<file path="config.mk">
export PLATFORM = sky130hd
export DESIGN_NAME = cpu_ratio_ctl
export DESIGN_NICKNAME = d
export VERILOG_FILES = /design/src/rtl/clkmul_pkg.sv /design/src/rtl/clkmul_decode.sv /design/src/rtl/clkmul_settle.sv /design/src/rtl/clkmul_core.sv /design/src/rtl/cpu_ratio_ctl.sv
export SDC_FILE = /design/constraint.sdc
export NUM_CORES = 1
export LEC_CHECK = 0
export BUFFER_PORTS_ARGS = -buffer_cell sky130_fd_sc_hd__buf_2
export CAP_MARGIN = 20
export CORE_MARGIN = 2
export CORE_UTILIZATION = 45
export CTS_CLUSTER_SIZE = 20
export DETAILED_ROUTE_END_ITERATION = 8
export HOLD_SLACK_MARGIN = 0.12
export PLACE_DENSITY = 0.81
export SLEW_MARGIN = 25
export SYNTH_ARGS = -nofsm -noshare
export SYNTH_HDL_FRONTEND = slang
export SYNTH_SLANG_ARGS = --single-unit
</file>
<file path="constraint.sdc">
create_clock -name clk -period 2.5 [get_ports clk]
set_input_delay 0.125 -clock clk [delete_from_list [all_inputs] [get_ports clk]]
set_output_delay 0.125 -clock clk [all_outputs]
set_load 0.02 [all_outputs]
</file>
<file path="src/rtl/clkmul_pkg.sv">
package clkmul_pkg;

  typedef enum logic [1:0] {
    RATIO_1X = 2'd0,
    RATIO_2X = 2'd1,
    RATIO_3X = 2'd2
  } ratio_e;

  localparam int EN_BIT   = 0;
  localparam int CODE_LSB = 1;
  localparam int CODE_W   = 2;
  localparam int CFG_W    = 1 + CODE_W;

  // Map a ratio code to the applied ratio; code 3 aliases onto 3x.
  function automatic ratio_e code_to_ratio(input logic [CODE_W-1:0] code);
    case (code)
      2'd0:    code_to_ratio = RATIO_1X;
      2'd1:    code_to_ratio = RATIO_2X;
      default: code_to_ratio = RATIO_3X;
    endcase
  endfunction

endpackage

</file>
<file path="src/rtl/clkmul_decode.sv">
module clkmul_decode
  import clkmul_pkg::*;
(
  input  logic [CFG_W-1:0]  cfg_i,
  output logic              legal_o,
  output logic [CODE_W-1:0] code_o,
  output ratio_e            target_o
);

  // Only a set enable makes a word legal; a clear enable is rejected
  // even with a zero code.
  always_comb begin
    legal_o  = cfg_i[EN_BIT];
    code_o   = cfg_i[CODE_LSB +: CODE_W];
    target_o = code_to_ratio(code_o);
  end

endmodule

</file>
<file path="src/rtl/clkmul_settle.sv">
module clkmul_settle #(
  parameter int SETTLE_CYCLES = 16
) (
  input  logic clk,
  input  logic rst_n,
  input  logic start_i,
  output logic busy_o,
  output logic done_o
);

  localparam int CNT_W = $clog2(SETTLE_CYCLES + 1);
  localparam logic [CNT_W-1:0] LOAD = CNT_W'(SETTLE_CYCLES);

  logic [CNT_W-1:0] cnt_q;

  always_ff @(posedge clk) begin
    if (!rst_n) begin
      cnt_q <= '0;
    end else if (start_i) begin
      cnt_q <= LOAD;
    end else if (cnt_q != '0) begin
      cnt_q <= cnt_q - 1'b1;
    end
  end

  assign busy_o = (cnt_q != '0);
  assign done_o = (cnt_q == CNT_W'(1));

  AST_SETTLE_NO_RESTART: assert property (@(posedge clk) disable iff (!rst_n)
    start_i |-> !busy_o) else $error("restart while settling");

  AST_SETTLE_BOUND: assert property (@(posedge clk) disable iff (!rst_n)
    cnt_q <= LOAD) else $error("settle counter out of range");

endmodule

</file>
<file path="src/rtl/clkmul_core.sv">
module clkmul_core
  import clkmul_pkg::*;
#(
  parameter int SETTLE_CYCLES = 16
) (
  input  logic             clk,
  input  logic             rst_n,
  input  logic             wr_en_i,
  input  logic [CFG_W-1:0] wr_cfg_i,
  output logic [CFG_W-1:0] cfg_o,
  output ratio_e           ratio_o,
  output logic             busy_o,
  output logic             fault_o
);

  logic              legal;
  logic [CODE_W-1:0] code;
  ratio_e            target;
  logic              accept;
  logic              start;
  logic              done;

  logic              en_q;
  logic [CODE_W-1:0] code_q;
  ratio_e            ratio_q;
  ratio_e            pend_q;
  logic              fault_q;

  clkmul_decode u_decode (
    .cfg_i   (wr_cfg_i),
    .legal_o (legal),
    .code_o  (code),
    .target_o(target)
  );

  clkmul_settle #(.SETTLE_CYCLES(SETTLE_CYCLES)) u_settle (
    .clk    (clk),
    .rst_n  (rst_n),
    .start_i(start),
    .busy_o (busy_o),
    .done_o (done)
  );

  assign accept = wr_en_i && !busy_o && !fault_q;
  assign start  = accept && legal && (target != ratio_q);

  always_ff @(posedge clk) begin
    if (!rst_n) begin
      en_q    <= 1'b1;
      code_q  <= '0;
      ratio_q <= RATIO_1X;
      pend_q  <= RATIO_1X;
      fault_q <= 1'b0;
    end else begin
      if (done) begin
        ratio_q <= pend_q;
      end
      if (accept) begin
        if (legal) begin
          en_q   <= 1'b1;
          code_q <= code;
          if (start) begin
            pend_q <= target;
          end
        end else begin
          fault_q <= 1'b1;
        end
      end
    end
  end

  assign cfg_o   = {code_q, en_q};
  assign ratio_o = ratio_q;
  assign fault_o = fault_q;

  AST_RATIO_LEGAL: assert property (@(posedge clk) disable iff (!rst_n)
    ratio_q != 2'd3) else $error("ratio code 3 on output");

  AST_FAULT_STICKY: assert property (@(posedge clk) disable iff (!rst_n)
    fault_q |=> fault_q) else $error("fault cleared without reset");

  AST_FAULT_FREEZE: assert property (@(posedge clk) disable iff (!rst_n)
    (fault_q && !busy_o) |=> ($stable(ratio_q) && $stable(cfg_o))) else $error("state moved while faulted");

  AST_ILLEGAL_FAULTS: assert property (@(posedge clk) disable iff (!rst_n)
    (wr_en_i && !wr_cfg_i[EN_BIT] && !busy_o) |=> fault_q) else $error("illegal write not faulted");

  AST_HOLD_WHILE_BUSY: assert property (@(posedge clk) disable iff (!rst_n)
    busy_o |=> (!busy_o || $stable(ratio_q))) else $error("ratio moved mid-settle");

  AST_BUSY_DROPS_WRITES: assert property (@(posedge clk) disable iff (!rst_n)
    (busy_o && !done) |=> $stable(cfg_o)) else $error("write accepted while busy");

endmodule

</file>
<file path="src/rtl/cpu_ratio_ctl.sv">
module cpu_ratio_ctl
  import clkmul_pkg::*;
#(
  parameter bit HAS_MULT      = 1'b1,
  parameter int SETTLE_CYCLES = 16,
  parameter int DATA_W        = 16
) (
  input  logic              clk,
  input  logic              rst_n,
  input  logic              wr_en,
  input  logic [DATA_W-1:0] wr_data,
  output logic [DATA_W-1:0] rd_data,
  output logic [1:0]        ratio_o,
  output logic              busy_o,
  output logic              fault_o
);

  localparam int BUSY_BIT = DATA_W - 1;
  localparam int GAP_W    = BUSY_BIT - CFG_W;

  logic unused_wr_hi;
  assign unused_wr_hi = ^wr_data[DATA_W-1:CFG_W];

  generate
    if (HAS_MULT) begin : g_mult
      logic [CFG_W-1:0] cfg;
      ratio_e           ratio;
      logic             busy;
      logic             fault;

      clkmul_core #(.SETTLE_CYCLES(SETTLE_CYCLES)) u_core (
        .clk     (clk),
        .rst_n   (rst_n),
        .wr_en_i (wr_en),
        .wr_cfg_i(wr_data[CFG_W-1:0]),
        .cfg_o   (cfg),
        .ratio_o (ratio),
        .busy_o  (busy),
        .fault_o (fault)
      );

      assign rd_data = {busy, {GAP_W{1'b0}}, cfg};
      assign ratio_o = ratio;
      assign busy_o  = busy;
      assign fault_o = fault;
    end else begin : g_none
      logic unused_in;
      assign unused_in = clk ^ rst_n ^ wr_en ^ (^wr_data[CFG_W-1:0]);
      assign rd_data = '0;
      assign ratio_o = RATIO_1X;
      assign busy_o  = 1'b0;
      assign fault_o = 1'b0;
    end
  endgenerate

endmodule

</file>
==> out/results.txt, run 1 <==
Reg2Reg Depth -> 6
Max Freq -> 553 MHz
Synthesized area -> 692 µm²
Crit path DAT -> 1680 ps
CTS H-tree depth -> 1
Nets@finish -> 112
Post-placement worst setup slack -> 767 ps
Die height -> 43.2 µm
Post-synth top area cell -> dfxtp_1
Async S/R FF share, synth -> 0%
P per Cell Area -> 1010 nW/µm²
Min cycle time layout -> 1810 ps
Syn-to-layout area delta -> 7.05%
Final setup viols -> 0
CTS tree -> done
Yosys cell types -> 31
CP Max Fanout -> 8
Top cell type's share of synthesized area -> 34.7%
FF+latch count, synth -> 12
P_leak -> 0.344 nW
Synth Flop Type -> dfxtp_1
Num CTS Buffers -> 3
Count leader, synth -> buf_4
Sequential fraction of the synthesis area -> 34.7%
Cell count after synthesis -> 78
Ranking of synthesized cells by area -> dfxtp_1, buf_4, mux2i_1, nor2b_1, ha_1
Final worst path period share -> 72.4%
Rel. slew slack -> 58.9%
Die width -> 43.2 µm
Post-CTS sizing -> 0
Grt total ovfl -> 0
Compound-Gate Fraction of Synth Area -> 8.86%
Initial antenna violation count -> 0
Sum Neg Setup Slack -> 0 ps
IR drop worst, VDD -> 640 µV
Post-Synth Adder-Cell Area -> 3.62%
Ports -> 39
CTS max path bufs -> 2
Vias per cell -> 4.92
Core area -> 1470 µm²
Final core utilization -> 50.3%
Clock Sink Count -> 12
Routing usage on met3 -> 3.83%
Fillers -> 145
DR pass1 iterations -> 2
Largest net degree at the start of global routing -> 16
Max-Cap Viols -> 0
Synthesis Warnings -> 0
EDFF count, synth -> 0
Vias in the first global route -> 425
Die ar. -> 1870 µm²
Layout Skew -> 3.65 ps
Final Hold Violating Endpoints -> 0
Hpwl dp -> 837 µm
IO Port Bufs -> 12
Met2 usage -> 20.0%
Setup WS post-layout -> 691 ps
GR peak layer -> met2
Post-synthesis mux area share -> 7.23%
Simple-Gate Fraction of Synth Area -> 27.1%
Clock Root Buffer -> clkbuf_4
RSZ-0062 raised after global routing -> false
Hold Path Cell Cnt -> 3
GRT Overall Usage -> 13.5%
Worst-Skew Late Latency -> 280 ps
CP Launch Type -> register
Total number of vias -> 522
Required @ worst endpoint -> 2380 ps
Fraction of layout cells with a size suffix above 1 -> 21.1%
Synth cell count leaders -> buf_4, dfxtp_1, nand2_1
Status -> complete, no violations
Gpl congestion -> 0.657
WS Path Type -> register to primary output
First-pass GRT wire length -> 1830 µm
XOR/XNOR Fraction of Synth Area -> 0%
Reg clk slew, reported paths -> 80 ps
GR Layer Usage met1 -> 15.8%
Rows -> 14
HP Class -> input pin to register
Initial drt markers -> 2
Post-route ant nets -> 0
Initial core utilization -> 47.0%
Post-route DRC -> 0
Drt wl/cell -> 10.2 µm
Setup crit end kind -> primary output
Detailed Route WL -> 1080 µm
Syn avg cell area -> 8.87 µm²
Largest family of logic cells by synthesized area -> simple AND/OR/NAND/NOR gates
Final Max Slew Viols -> 0
Quantity of hold-fixing buffers added after cts -> 0
Setup Fix Bufs, Post-CTS -> 0
Antenna Cells -> 0
Worst-Margin Slew -> 608 ps
## path summary, 6_finish.rpt
check,from,end,slack [ps]
max,g_mult.u_core.u_settle.cnt_q[0],busy_o,690
min,wr_data[2],g_mult.u_core.pend_q[1],130
min reg2reg,g_mult.u_core.pend_q[1],g_mult.u_core.pend_q[1],470
max reg2reg,g_mult.u_core.u_settle.cnt_q[0],g_mult.u_core.pend_q[0],770
## layer usage
metal | part of all wire [%] | vias up
li1 | - | 262
met5 | 0 | -
met1 | 44 | 233
met2 | 46 | 22
met3 | 7.0 | 5
met4 | 3.3 | 0
## through the flow
step                hold WS, ps  power (W)  instances  area (µm²)
floorplan                   264   0.000553         89         733
global placement            409   0.000589        102         704
detailed placement          427   0.000600        102         704
CTS                         124   0.000758        106         741
global route                143   0.000811        106         741
finish                      131   0.000749        106         741
## final cells by class
class                      count  area, µm²  share of cell area (%)
multi-input combinational     59        373                    50.3
tap                           16       20.0                    2.70
inverter                       3       11.3                    1.52
timing repair buffer          12       60.1                    8.11
clock buffer                   4       36.3                    4.90
sequential                    12        240                    32.4
## cells in the final DEF (no fill, tap or decap), types with 3 or more instances in the layout
cell / Yosys / layout
o21ai_0: 4 / 4
nor2b_1: 5 / 5
dfxtp_1: 12 / 12
inv_1: 3 / 3
mux2i_1: 5 / 5
buf_2: 0 / 12
nand2_1: 6 / 6
clkbuf_4: 0 / 3
conb_1: 2 / 13
## critical path, stage by stage, from the launching register on
cell,delay (ps)
dfxtp_1,340
inv_1,80
ha_1,210
nor4b_2,350
inv_1,220
buf_2,210
## flip-flops by register name (all words and copies together), names as in the netlist
register and flops:
g_mult.u_core.code_q 2, g_mult.u_core.fault_o 1, g_mult.u_core.u_settle.cnt_q 5, g_mult.u_core.pend_q 2, g_mult.u_core.ratio_o 2
## cell families after synthesis
group	after synthesis
compound gates	10
fa+ha+maj	2
buf+inv	18
flops	12
mux	5
other cells	2
simple gates	29
## report_power, final
part	total (W)	switching, W	internal, W
logic	0.000329	0.000200	0.000129
clock network	0.000156	0.0000670	0.0000886
registers	0.000265	0.0000357	0.000229
total	0.000749	0.000303	0.000447
No activity file was read; power rests on OpenSTA's default activity.
==> run 2, diff against run 1 <==
ABC_AREA = 1   (was not set)
CORE_ASPECT_RATIO = 1.2   (was not set)
CORE_UTILIZATION = 43   (was 45)
PLACE_DENSITY = 0.77   (was 0.81)
clock period = 1.8 ns   (was 2.5 ns; I/O delays follow)
==> out/results.txt, run 2 <==
IR drop worst, VDD -> 677 µV (+5.9%)
Die ar. -> 2040 µm² (+9.4%)
Syn avg cell area -> 7.84 µm² (-12%)
Core area -> 1620 µm² (+10%)
Post-placement worst setup slack -> 430 ps (-337 ps)
Most flop-heavy register -> g_mult.u_core.u_settle.cnt_q
Min cycle time layout -> 1470 ps
CP Launch Type -> register
Required @ worst endpoint -> 1710 ps (-670 ps)
WS Path Type -> register to primary output
Design area -> 773 µm² (+4.4%)
Synthesis Warnings -> 0 (unchanged)
Setup WS post-layout -> 329 ps (-362 ps)
Fraction of layout cells with a size suffix above 1 -> 23.8% (+2.7 points)
Synthesized area -> 729 µm² (+5.4%)
Grt total ovfl -> 0 (unchanged)
Reg clk slew, reported paths -> 70 ps (about the same)
CTS max path bufs -> 2 (unchanged)
Ranking of synthesized cells by area -> dfxtp_1, buf_4, nand2_1, inv_1, o21ai_0
Detailed Route WL -> 1050 µm (-2.1%)
Syn-to-layout area delta -> 6.00%
Top cell type's share of synthesized area -> 32.9% (-1.8 points)
Commonest non-fill, non-tap cell in the layout -> conb_1
Final Max Slew Viols -> 0 (unchanged)
Ports -> 39 (unchanged)
P_leak -> 0.395 nW (+15%)
Post-CTS sizing -> 0 (unchanged)
Synth cell count leaders -> buf_4, dfxtp_1, nand2_1
Gpl congestion -> 0.703 (+7.1%)
Count leader, synth -> buf_4
Drt wl/cell -> 8.57 µm (-16%)
Status -> complete, no violations
Async S/R FF share, synth -> 0% (unchanged)
Final worst path period share -> 81.7%
GRT Overall Usage -> 11.4% (-2.1 points)
Clock Root Buffer -> clkbuf_4
Initial drt markers -> 3 (+1)
P per Cell Area -> 1480 nW/µm² (+46%)
Final Hold Violating Endpoints -> 0 (unchanged)
DR pass1 iterations -> 4 (+2)
Setup crit end kind -> primary output
Sum Neg Setup Slack -> 0 ps (unchanged)
Hold Slack -> 121 ps (-9.49 ps)
Max Freq -> 680 MHz
Layout Skew -> 3.57 ps (-0.0738 ps)
Num CTS Buffers -> 3 (unchanged)
Largest net degree at the start of global routing -> 11 (-5)
Initial antenna violation count -> 0 (unchanged)
Synth Flop Type -> dfxtp_1
Vias in the first global route -> 460 (+8.2%)
Total number of vias -> 550 (+5.4%)
RSZ-0062 raised after global routing -> false
Max-Cap Viols -> 0 (unchanged)
Post-synth top area cell -> dfxtp_1
CTS H-tree depth -> 1 (unchanged)
Yosys cell types -> 22 (-29%)
Rows -> 16 (+2)
Max reg flops -> 5 (unchanged)
Cell count after synthesis -> 93 (+19%)
FF+latch count, synth -> 12 (unchanged)
Die width -> 41.6 µm (-3.7%)
Initial core utilization -> 45.0% (-2.0 points)
Final setup viols -> 0 (unchanged)
Setup Fix Bufs, Post-CTS -> 0 (unchanged)
Sequential fraction of the synthesis area -> 32.9% (-1.8 points)
CP Max Fanout -> 6 (-2)
Nets@finish -> 128 (+14%)
Post-route ant nets -> 0 (unchanged)
Final core utilization -> 47.7% (-2.7 points)
Most frequent cells in the layout -> conb_1, nand2_1, dfxtp_1, buf_2, inv_1
Worst-Skew Late Latency -> 260 ps (-20 ps)
Clock Sink Count -> 12 (unchanged)
Antenna Cells -> 0 (unchanged)
EDFF count, synth -> 0 (unchanged)
First-pass GRT wire length -> 1850 µm (+1.1%)
Vias per cell -> 4.47 (-9.2%)
CTS tree -> done
Die height -> 49.1 µm (+14%)
Post-route DRC -> 0 (unchanged)
Crit path DAT -> 1380 ps (-300 ps)
Placed instance area -> 741 µm² (+5.2%)
Hpwl dp -> 869 µm (+3.8%)
HP Class -> input pin to register
IO Port Bufs -> 12 (unchanged)
run 2: timing repair:
item	CTS	global route
endpoints found under the setup margin	0	0
hold buffers	1	0
endpoints found under the hold margin	2	0
run 2: logic make-up (layout without fill, tap and decap cells):
family | Yosys count | after routing | synth area share, %
compound gates | 12 | 12 | 9.43
xor+xnor | 1 | 1 | 1.20
fa+ha+maj | 2 | 2 | 3.43
buf+inv | 27 | 28 | 21.6
flops | 12 | 12 | 32.9
other cells | 2 | 13 | 1.03
simple gates | 37 | 37 | 30.4
run 2: final timing paths:
check / start / end / slack, ps / cells past startpoint
worst min register to register: g_mult.u_core.pend_q[1] / g_mult.u_core.pend_q[1] / 460 / 2
worst max-delay path: g_mult.u_core.u_settle.cnt_q[0] / rd_data[15] / 330 / 6
worst min-delay path: wr_data[1] / g_mult.u_core.code_q[0] / 120 / 3
worst max register to register: g_mult.u_core.u_settle.cnt_q[1] / g_mult.u_core.u_settle.cnt_q[2] / 430 / 9
run 2: worst max-delay path, stage by stage, from the launching register on:
cell,delay [ps]
dfxtp_1,390
inv_1,80
ha_1,210
inv_1,90
nor2_4,50
nand2_2,120
buf_2,180
run 2: stage by stage:
step,total power [W],cells
5_1_grt,0.00126,123
2_1_floorplan,0.000913,104
4_1_cts,0.00116,123
6_report,0.00114,123
3_3_place_gp,0.000986,119
3_5_place_dp,0.000999,119
run 2: routing by layer:
| metal | vias up | part of all wire [%] | track usage [%] |
|---|---|---|---|
| met1 | 240 | 41 | 13.5 |
| li1 | 291 | - | - |
| met5 | - | 0 | 0 |
| met4 | 0 | 0 | 4.84 |
| met3 | 0 | 5.9 | 2.22 |
| met2 | 19 | 54 | 19.8 |
run 2: final cells by class:
class	instances	area [µm²]
Tap cell	18	22.5
Clock buffer	3	22.5
Timing Repair Buffer	13	70.1
Multi-Input combinational cell	65	373
Inverter	12	45.0
Sequential cell	12	240
Fill cell	171	848
run 2: report_power, final:
part	internal [W]	switching [W]
combinational	0.000199	0.000396
clock	0.0000771	0.0000740
sequential	0.000340	0.0000579
total	0.000616	0.000528
==> run 3, diff against run 2 <==
clock period = 1.51 ns   (was 1.8 ns; I/O delays follow)
==> out/results.txt, run 3 (same netlist as run 2, synthesis figures left out) <==
Syn-to-layout area delta -> 11.5%
Total number of vias -> 563 (+2.4%)
Fraction of layout cells with a size suffix above 1 -> 29.0% (+5.2 points)
Final setup viols -> 0 (unchanged)
Initial drt markers -> 5 (+2)
IR drop worst, VDD -> 903 µV (+33%)
Sequence of cells on the critical path -> inv_2, ha_4, inv_1, nor2_4, nand2_4, buf_2
Final Max Slew Viols -> 0 (unchanged)
Buffers and inverters on the worst path -> 3 (unchanged)
Min cycle time layout -> 1400 ps
Max Freq -> 714 MHz
Crit-path leading delay family -> flip-flops
IO Port Bufs -> 12 (unchanged)
Setup crit end kind -> primary output
GRT Overall Usage -> 11.6% (+0.15 points)
Vias per cell -> 4.50 (+0.73%)
Initial core utilization -> 45.0% (unchanged)
Crit path DAT -> 1320 ps (-60 ps)
First-pass GRT wire length -> 1880 µm (+1.5%)
Core area -> 1620 µm² (unchanged)
Layout Skew -> 2.14 ps (-1.43 ps)
P per Cell Area -> 1770 nW/µm² (+20%)
WS Path Type -> register to primary output
Slowest-stage cell, CP -> dfxtp_4
Reg clk slew, reported paths -> 70 ps (about the same)
P_leak -> 0.407 nW (+2.9%)
Final worst path period share -> 92.7%
Detailed Route WL -> 1110 µm (+5.1%)
Design area -> 813 µm² (+5.2%)
Most frequent cells in the layout -> conb_1, nand2_1, buf_2, dfxtp_1, inv_1
Worst-Skew Late Latency -> 270 ps (about the same)
Die ar. -> 2040 µm² (unchanged)
Drt wl/cell -> 8.86 µm (+3.4%)
HP Class -> input pin to register
CTS tree -> done
Hpwl dp -> 869 µm (unchanged)
Clock Sink Count -> 12 (unchanged)
Die width -> 41.6 µm (unchanged)
Clock Root Buffer -> clkbuf_4
Rows -> 16 (unchanged)
Max-Cap Viols -> 0 (unchanged)
Post-route DRC -> 0 (unchanged)
R2R Setup Slk -> 120 ps (-310 ps)
Fin cells -> 125 (+1.6%)
Ports -> 39 (unchanged)
Initial antenna violation count -> 0 (unchanged)
RSZ-0062 raised after global routing -> false
Max reg flops -> 5 (unchanged)
Antenna Cells -> 0 (unchanged)
Required @ worst endpoint -> 1430 ps (-280 ps)
CP Launch Type -> register
Grt total ovfl -> 0 (unchanged)
Num CTS Buffers -> 3 (unchanged)
Final core utilization -> 50.2% (+2.5 points)
DR pass1 iterations -> 4 (unchanged)
Vias in the first global route -> 473 (+2.8%)
Gpl congestion -> 0.703 (unchanged)
Most flop-heavy register -> g_mult.u_core.u_settle.cnt_q
Status -> complete, no violations
CP Max Fanout -> 6 (unchanged)
Largest net degree at the start of global routing -> 11 (unchanged)
Sum Neg Setup Slack -> 0 ps (unchanged)
Critical path's largest stage delay -> 360 ps (-30 ps)
Placed Instances -> 119 (unchanged)
Placed instance area -> 741 µm² (unchanged)
Nets@finish -> 130 (+1.6%)
Commonest non-fill, non-tap cell in the layout -> conb_1
Die height -> 49.1 µm (unchanged)
CTS max path bufs -> 2 (unchanged)
Post-route ant nets -> 0 (unchanged)
Final Hold Violating Endpoints -> 0 (unchanged)
CTS H-tree depth -> 1 (unchanged)
run 3: changes by cell type in the layout (fill, tap and decap cells not counted), sizes merged:
| cell | delta |
|---|---|
| buf | +1 |
| dlygate4sd3 | +1 |
run 3: layout make-up:
| type | instances | area, µm² |
|---|---|---|
| Clock buffer | 3 | 22.5 |
| Fill cell | 165 | 808 |
| Inverter | 12 | 45.0 |
| Multi-Input combinational cell | 65 | 390 |
| Sequential cell | 12 | 245 |
| Tap cell | 18 | 22.5 |
| Timing Repair Buffer | 15 | 87.6 |
run 3: path summary, 6_finish.rpt:
path,from,end,cells past startpoint
max,g_mult.u_core.u_settle.cnt_q[0],rd_data[15],6
min,wr_en,g_mult.u_core.fault_o,3
min reg2reg,g_mult.u_core.pend_q[1],g_mult.u_core.pend_q[1],2
max reg2reg,g_mult.u_core.u_settle.cnt_q[0],g_mult.u_core.u_settle.cnt_q[2],9
run 3: stage by stage:
stage               power (W)  setup WS (ps)  hold slack (ps)
floorplan             0.00109            223              218
global placement      0.00118            162              360
detailed placement    0.00119            140              372
CTS                   0.00138           33.5              124
global route          0.00157           6.64              129
finish                0.00144            110              119
run 3: worst register-to-register path: cells and delay by family (launching register included):
family	cells	cell delay, ps
adders and majority gates	1	130
buffers and inverters	2	130
DFF	1	360
and+or+nand+nor	6	670
run 3: routing by layer:
layer | wire (µm) | track usage (%) | vias to the layer above | share of wire, %
li1 | - | - | 295 | -
met3 | 61 | 2.22 | 2 | 5.5
met5 | 0 | 0 | - | 0
met1 | 468 | 13.5 | 245 | 42
met2 | 560 | 20.3 | 21 | 51
met4 | 17 | 4.84 | 0 | 1.5
run 3: what timing repair did:
| item | 4_1_cts | 5_1_grt |
|---|---|---|
| hold endpoints to repair | 3 | 0 |
| gates resized for setup | 0 | 8 |
| endpoints found under the setup margin | 0 | 4 |
| hold buffers | 2 | 0 |
| setup buffers | 0 | 1 |
run 3: power by group:
part           switching (W)  internal [W]  total, W
Sequential         0.0000726      0.000414  0.000487
Clock              0.0000929     0.0000922  0.000185
Combinational       0.000493      0.000277  0.000770
